--- src/rtl/skl_pkg.sv ---
package skl_pkg;

  typedef struct packed {
    logic g;
    logic p;
  } gp_t;

  // associative merge of a higher span with the span just below it
  function automatic gp_t gp_combine(gp_t hi, gp_t lo);
    gp_t r;
    r.g = hi.g | (hi.p & lo.g);
    r.p = hi.p & lo.p;
    return r;
  endfunction

  // two-input weighted-sum unit: fires when w0*x0 + w1*x1 + bias >= 0
  function automatic logic thr_unit(logic x0, logic x1, int w0, int w1, int bias);
    int acc;
    acc = w0 * int'(x0) + w1 * int'(x1) + bias;
    return (acc >= 0);
  endfunction

  // carry into bit i+1 given the group flags for span i..0
  function automatic logic group_carry(logic grp_g, logic grp_p, logic cin);
    return grp_g | (grp_p & cin);
  endfunction

endpackage

--- src/rtl/skl_gp_stage.sv ---
module skl_gp_stage #(
  parameter int N = 4,
  parameter bit USE_THRESHOLD = 1'b0
) (
  input  logic [N-1:0] a,
  input  logic [N-1:0] b,
  output logic [N-1:0] bit_g,
  output logic [N-1:0] bit_p
);
  import skl_pkg::*;

  if (USE_THRESHOLD) begin : g_thr
    for (genvar i = 0; i < N; i++) begin : g_bit
      logic any_w;
      logic not_both_w;
      assign bit_g[i]   = thr_unit(a[i], b[i], 1, 1, -2);
      assign any_w      = thr_unit(a[i], b[i], 1, 1, -1);
      assign not_both_w = thr_unit(a[i], b[i], -1, -1, 1);
      assign bit_p[i]   = thr_unit(any_w, not_both_w, 1, 1, -2);
    end
  end else begin : g_bool
    assign bit_g = a & b;
    assign bit_p = a ^ b;
  end

endmodule

--- src/rtl/skl_prefix_tree.sv ---
module skl_prefix_tree #(
  parameter int N = 4
) (
  input  logic [N-1:0] g_in,
  input  logic [N-1:0] p_in,
  output logic [N-1:0] grp_g,
  output logic [N-1:0] grp_p
);
  import skl_pkg::*;

  localparam int LVLS = $clog2(N);

  logic [LVLS:0][N-1:0] gl;
  logic [LVLS:0][N-1:0] pl;

  assign gl[0] = g_in;
  assign pl[0] = p_in;

  for (genvar k = 0; k < LVLS; k++) begin : g_lvl
    for (genvar i = 0; i < N; i++) begin : g_node
      if (((i >> k) & 1) == 1) begin : g_merge
        // top node of the lower neighbouring block of size 2^k
        localparam int SRC = ((i >> k) << k) - 1;
        gp_t hi_w, lo_w, res_w;
        assign hi_w = '{g: gl[k][i],   p: pl[k][i]};
        assign lo_w = '{g: gl[k][SRC], p: pl[k][SRC]};
        assign res_w = gp_combine(hi_w, lo_w);
        assign gl[k+1][i] = res_w.g;
        assign pl[k+1][i] = res_w.p;
      end else begin : g_pass
        assign gl[k+1][i] = gl[k][i];
        assign pl[k+1][i] = pl[k][i];
      end
    end
  end

  assign grp_g = gl[LVLS];
  assign grp_p = pl[LVLS];

endmodule

--- src/rtl/skl_sum_stage.sv ---
module skl_sum_stage #(
  parameter int N = 4
) (
  input  logic [N-1:0] bit_p,
  input  logic [N-1:0] grp_g,
  input  logic [N-1:0] grp_p,
  input  logic         cin,
  output logic [N:0]   carry,
  output logic [N-1:0] sum
);
  import skl_pkg::*;

  assign carry[0] = cin;
  for (genvar i = 0; i < N; i++) begin : g_cy
    assign carry[i+1] = group_carry(grp_g[i], grp_p[i], cin);
  end

  assign sum = bit_p ^ carry[N-1:0];

endmodule

--- src/rtl/skl_prefix_adder.sv ---
module skl_prefix_adder #(
  parameter int N = 4,
  parameter bit USE_THRESHOLD = 1'b0
) (
  input  logic [N-1:0] opnd_a,
  input  logic [N-1:0] opnd_b,
  input  logic         carry_in,
  output logic [N-1:0] sum,
  output logic         carry_out
);
  logic [N-1:0] bit_g, bit_p;
  logic [N-1:0] grp_g, grp_p;
  logic [N:0]   carry;

  skl_gp_stage #(.N(N), .USE_THRESHOLD(USE_THRESHOLD)) u_gp (
    .a(opnd_a), .b(opnd_b), .bit_g(bit_g), .bit_p(bit_p)
  );

  skl_prefix_tree #(.N(N)) u_tree (
    .g_in(bit_g), .p_in(bit_p), .grp_g(grp_g), .grp_p(grp_p)
  );

  skl_sum_stage #(.N(N)) u_sum (
    .bit_p(bit_p), .grp_g(grp_g), .grp_p(grp_p), .cin(carry_in),
    .carry(carry), .sum(sum)
  );

  assign carry_out = carry[N];

endmodule

--- config.mk ---
export PLATFORM = sky130hd
export DESIGN_NAME = skl_prefix_adder
export DESIGN_NICKNAME = d
export VERILOG_FILES = /design/src/rtl/skl_pkg.sv /design/src/rtl/skl_gp_stage.sv /design/src/rtl/skl_prefix_tree.sv /design/src/rtl/skl_sum_stage.sv /design/src/rtl/skl_prefix_adder.sv
export SDC_FILE = /design/constraint.sdc
export NUM_CORES = 1
export LEC_CHECK = 0
export BUFFER_PORTS_ARGS = -buffer_cell sky130_fd_sc_hd__buf_2
export CORE_AREA = 2 2 39 41
export DETAILED_ROUTE_END_ITERATION = 7
export DIE_AREA = 0 0 41 43
export GPL_TIMING_DRIVEN = 1
export PLACE_DENSITY = 0.34
export SLEW_MARGIN = 40
export SYNTH_ARGS = -nofsm -noshare
export SYNTH_HDL_FRONTEND = slang
export SYNTH_HIERARCHICAL = 1
export SYNTH_SLANG_ARGS = --single-unit
--- constraint.sdc ---
create_clock -name vclk -period 3.05
set_input_delay 0.305 -clock vclk [all_inputs]
set_output_delay 0.305 -clock vclk [all_outputs]
set_load 0.02 [all_outputs]
* Yosys cells after proc, flatten, opt, wreduce, memory -nomap -nowiden
Cells that the tools add are included.
** Word-level totals
- Register bits after elaboration :: 0
- Bits of input ports :: 9
- Output and inout bits :: 5
** Operators by class
- Bitwise operators :: 23
** Operators with widths (count)
- $and A1 B1 Y1 :: 12
- $or A1 B1 Y1 :: 8
- $xor A4 B4 Y4 :: 2
- $and A4 B4 Y4 :: 1

* Depth between registers and ports, before layout
Gate-level depths: netlist (run 1).
- Word-level depth :: 7
- Gate-level depth with buffers :: 5
- Depth with buffers taken out :: 5

* Modules after synthesis
Netlist (run 1), hierarchy kept.
** By module, submodules not included
- skl_sum_stage :: instances 1, cells each 9, area an instance 77.6 µm², seq. area each 0.0 µm²
- skl_prefix_tree :: instances 1, cells each 9, area an instance 68.8 µm², seq. area each 0.0 µm²
- skl_gp_stage :: instances 1, cells each 4, area an instance 50.0 µm², seq. area each 0.0 µm²

* Least setup slack after synthesis (run 1)
No wires, ideal clock.
- Path type :: input to output
- Start :: input opnd_a[1]
- End :: output sum[3]
- Arrival time :: 1556 ps
- Data required time :: 2745 ps
- Path slack :: 1189 ps
- Stages on the path :: 5
- Cell sequence :: ha_1 -> a21o_1 -> a21o_2 -> a21o_2 -> xor2_1
** On the way
- Longest elaborated chain between the ends :: 7
- Elaborated cells between the ends (all ways) :: 11
- Classes of those cells :: 11 x bitwise
** RTL lines
- start: declaration :: line skl_prefix_adder.sv:5 : input logic [N-1:0] opnd_a,
- $xor A4 B4 Y4 :: line skl_gp_stage.sv:23 : assign bit_p = a ^ b;
- $and A1 B1 Y1 :: line skl_pkg.sv:11 : r.g = hi.g | (hi.p & lo.g);
- $or A1 B1 Y1 (*) :: line skl_pkg.sv:11
- via grp_g[1] :: line skl_prefix_adder.sv:12 : logic [N-1:0] grp_g, grp_p;
- $and A1 B1 Y1 (*) :: line skl_pkg.sv:11
- $or A1 B1 Y1 (*) :: line skl_pkg.sv:11
- via grp_g[2] :: line skl_prefix_adder.sv:12
- $or A1 B1 Y1 (*) :: line skl_pkg.sv:25 : return grp_g | (grp_p & cin);
- via carry[3] :: line skl_prefix_adder.sv:13 : logic [N:0] carry;
- $xor A4 B4 Y4 (*) :: line skl_sum_stage.sv:18 : assign sum = bit_p ^ carry[N-1:0];
- end: declaration :: line skl_prefix_adder.sv:8 : output logic [N-1:0] sum,
Mark *: on every way through the listed nets, which the timed path passes. The rest lies on a longest branch.

* Worst setup path in the final report (run 1)
- Start :: input opnd_a[1]
- End :: output sum[3]
** On the way
- Longest elaborated chain between the ends :: 7
- Elaborated cells between the ends (all ways) :: 11
- Classes of those cells :: 11 x bitwise
** RTL lines
- $xor A4 B4 Y4 :: line skl_gp_stage.sv:23
- via bit_p[1] :: line skl_prefix_adder.sv:11 : logic [N-1:0] bit_g, bit_p;
- $and A1 B1 Y1 :: line skl_pkg.sv:11
- $or A1 B1 Y1 :: line skl_pkg.sv:11
- via grp_g[1] :: line skl_prefix_adder.sv:12
- $and A1 B1 Y1 :: line skl_pkg.sv:11
- $or A1 B1 Y1 :: line skl_pkg.sv:11
- via grp_g[2] :: line skl_prefix_adder.sv:12
- $or A1 B1 Y1 :: line skl_pkg.sv:25
- via carry[3] :: line skl_prefix_adder.sv:13
- $xor A4 B4 Y4 :: line skl_sum_stage.sv:18
The timed path passes the listed nets, and every way through them passes these cells.

==> impl_metrics.toml, run 1 <==
[status]
outcome = "complete, no violations"

[die]
initial_utilization_pct = 13.7
dieHeight_um = 43
io_pins = 14
rows = 14
die_w_um = 41
die_area_um2 = 1760
core_area_um2 = 1380

[detailed_routing]
highest_layer = "met3"
drc_errors = 0
via_per_inst = 4.10
route.met3.wl_um = 56
ant_nets = 0
drt-initial-drc-count = 0
vias = 201
wl_met2_um = 180
drt_first_pass_iters = 1
post_drt_wl_per_cell_um = 9.41
wl_um = 461
met1Wirelength_um = 224

[worst_setup_path]
critPathArrivalTime_ns = 1.66
slowest_stage = "ha_1"
cp.required_ns = 2.74
cp_top_family = "compound AO/OA/AOI/OAI gates"
startpoint = "opnd_a[1]"
start_kind = "primary input"
critical_path_class = "in2out"
path_cells = "buf_2, ha_1, a21o_1, a21o_2, a21o_2, xor2_1, buf_2"
end_kind = "output pin"
worstPathMaxFanout = 4
cp_slowest_stage_delay_ns = 0.33
critPathBufInv = 2

[placed_design]
place_congestion = 0.530
dpl-instance-area_um2 = 264
io_buffers = 14
dp.cells = 49

[cells_and_area]
register_area_um2 = 0
design.seq.count = 0
fin_nets = 48
drive_gt1_share_pct = 63.6
fillerInstances = 152
nClkBuffers = 0
fin_cells = 49
fin_area_um2 = 264
area_growth_syn_to_layout_pct = 39.7
diodes = 0
multi_input_area_um2 = 174
final_common_cell = "buf_2"
mostFrequentLayoutCells = "14 x buf_2, 5 x a21o_2, 4 x ha_1, 4 x xor2_1, 2 x a21o_1"

[power]
vdd_drop_max_uv = 96.0
p_per_area_nw_per_um2 = 259
power_leakage_nw = 0.166

[sta]
slew-limit-headroom_pct = 90.2
fin_crit_sh_pct = 64.4
setup_tns_ns = 0
setup_viol = 0
holdWs_ns = 0.976
hold_violations = 0
rsz0062_at_grt = "no"
layout_min_cycle_time_ns = 1.96
max_freq_mhz = 509
drv_slew = 0
tightestPinTransition_ns = 0.147

[yosys]
synth_warnings = 6
synthCells = 21
synth_area_per_cell_um2 = 9.00
syn-num-nets = 34
synth_area_um2 = 189

[grt]
grt_overflow_total = 0
antenna_found_initial = 0
grt_pass1_wl_um = 724
grt_max_degree = 6
first_global_vias = 177
globalRouteTotalUtil_pct = 5.39

[min_path]
min-delay-path-class = "in2out"
worstHoldStart = "carry_in"

[clocking]
cts_setup_buffers = 0
post_cts_resized = 0
hold_buffers = 0

[job]
drv_cap = 0
[metal layers]
layer  GRT usage, %  vias to the layer above
met5              0                        -
met2           8.44                       14
li1               -                      100
met4              0                        0
met1           8.54                       87
met3              0                        0
[final cells by class]
| class | instances | share of cell area [%] |
|---|---|---|
| multi-input combinational | 19 | 65.9 |
| tap | 16 | 7.58 |
| timing repair buffer | 14 | 26.5 |
[final timing paths]
path	end	slack, ns	cells past startpoint
worst max-delay path	sum[3]	1.09	7
worst min-delay path	sum[0]	0.98	3
[through the flow]
stage,utilization [%],power (W),setup WS (ns)
floorplan,-,0.0000488,1.19
finish,19.1,0.0000685,1.09
detailed placement,19.1,0.0000690,1.08
CTS,19.1,0.0000692,1.08
global route,19.1,0.0000751,1.03
global placement,19.1,0.0000661,1.11
[power by group]
group	switching (W)	internal (W)	leakage, nW
sequential	0	0	0
clock	0	0	0
combinational	0.0000380	0.0000305	0.166
Power figures use the tool's default switching activity.
==> run 2: changes to the inputs <==
--- a/config.mk
+++ b/config.mk
@@ -10,7 +10,7 @@
 export DETAILED_ROUTE_END_ITERATION = 7
 export DIE_AREA = 0 0 41 43
 export GPL_TIMING_DRIVEN = 1
-export PLACE_DENSITY = 0.34
+export PLACE_DENSITY = 0.35
 export SLEW_MARGIN = 40
 export SYNTH_ARGS = -nofsm -noshare
 export SYNTH_HDL_FRONTEND = slang
==> constraint.sdc (replaced) <==
create_clock -name vclk -period 1.8
set_input_delay 0.18 -clock vclk [all_inputs]
set_output_delay 0.18 -clock vclk [all_outputs]
set_load 0.02 [all_outputs]
==> run 2 against run 1 <==
Effect of this change:
- non-clock buffer count did not move
- sequential share of layout area is the same
- cell area unchanged
- via count is 7.5% lower
- critical path depth unchanged
- setup slack worse by 0.98 ns
- power up 67%
- cell count unchanged
- global-route usage is 1.0 points lower
- worst hold slack got worse by 0.26 ns
- count of clock-buffer cells in the layout stayed put
- sequential cell count did not move
- critical endpoint unchanged
- largest power group unchanged
==> impl_metrics.toml, run 2 (same netlist as run 1, synthesis figures left out) <==
[cells_and_area]
fin_nets = 48
final_common_cell = "buf_2"
nClkBuffers = 0
fillerInstances = 160
diodes = 0
design.seq.count = 0
fin_area_um2 = 264
area_growth_syn_to_layout_pct = 39.7
drive_gt1_share_pct = 63.6
mostFrequentLayoutCells = "14 x buf_2, 5 x a21o_2, 4 x ha_1, 4 x xor2_1, 2 x a21o_1"
register_area_um2 = 0
fin_util_pct = 19.1

[detailed_routing]
via_per_inst = 3.80
wl_um = 414
drt-initial-drc-count = 2
ant_nets = 0
drt_first_pass_iters = 2
drc_errors = 0
post_drt_wl_per_cell_um = 8.45
vias = 186

[grt]
busiest_layer = "met1"
antenna_found_initial = 0
grt_pass1_wl_um = 586
grt_use_met1_pct = 6.96
grt_overflow_total = 0
grtUsageMet2_pct = 5.94
globalRouteTotalUtil_pct = 4.40
grt_max_degree = 6
first_global_vias = 143
grtUsageMet3_pct = 1.57

[worst_setup_path]
start_kind = "primary input"
critPathArrivalTime_ns = 1.51
worstPathMaxFanout = 4
critical_path_class = "in2out"
cp.required_ns = 1.62
end_kind = "output pin"

[placed_design]
dpl-instance-area_um2 = 264
place_congestion = 0.615
post-place-ws_ns = 0.111
io_buffers = 14
hpwl_um = 378

[die]
io_pins = 14
rows = 14
die_w_um = 41
core_area_um2 = 1380
dieHeight_um = 43
die_area_um2 = 1760
initial_utilization_pct = 13.7

[power]
p_per_area_nw_per_um2 = 432
vdd_drop_max_uv = 146
power_leakage_nw = 0.166

[job]
drv_cap = 0

[sta]
layout_min_cycle_time_ns = 1.69
slew-limit-headroom_pct = 91.3
worst_slack_ns = 0.105
hold_violations = 0
setup_viol = 0
rsz0062_at_grt = "no"
drv_slew = 0
max_freq_mhz = 590
tightestPinTransition_ns = 0.131
setup_tns_ns = 0
fin_crit_sh_pct = 94.1

[clocking]
hold_buffers = 0
cts_setup_buffers = 0
post_cts_resized = 0

[min_path]
min-delay-path-class = "in2out"
hold_path_depth = 3

[status]
outcome = "complete, no violations"
## run 2: cell counts in the layout (fill, tap and decap cells not counted)
Identical to the previous run, type by type.
## run 2: layer usage
metal | vias up | share of wire, %
met1 | 73 | 50
met4 | 0 | 0
li1 | 99 | -
met5 | - | 0
met2 | 14 | 29
met3 | 0 | 20
## run 2: worst max-delay path, stage by stage
cell    delay, ns
buf_2        0.10
ha_1         0.33
a21o_1       0.22
a21o_2       0.21
a21o_2       0.18
xor2_1       0.12
buf_2        0.18
## run 2: cell type report
cell class,instances,area [um2],share of cell area (%)
multi-input combinational,19,174,65.9
timing repair buffer,14,70.1,26.5
tap,16,20.0,7.58
## run 2: worst paths after layout
check             startpoint      to  slack [ns]
setup / recovery   opnd_a[1]  sum[3]        0.11
hold / removal      carry_in  sum[0]        0.71
## run 2: power by group
group	leakage (nW)	switching [W]	internal (W)
Sequential	0	0	0
Clock	0	0	0
Combinational	0.166	0.0000625	0.0000516
Total	0.166	0.0000625	0.0000516
## run 2: metrics by stage
stage          instances  hold WS [ns]   power, W
2_1_floorplan         21         0.488  0.0000828
3_3_place_gp          49         0.711   0.000115
3_5_place_dp          49         0.715   0.000115
4_1_cts               49         0.715   0.000116
5_1_grt               49         0.730   0.000126
6_report              49         0.713   0.000114
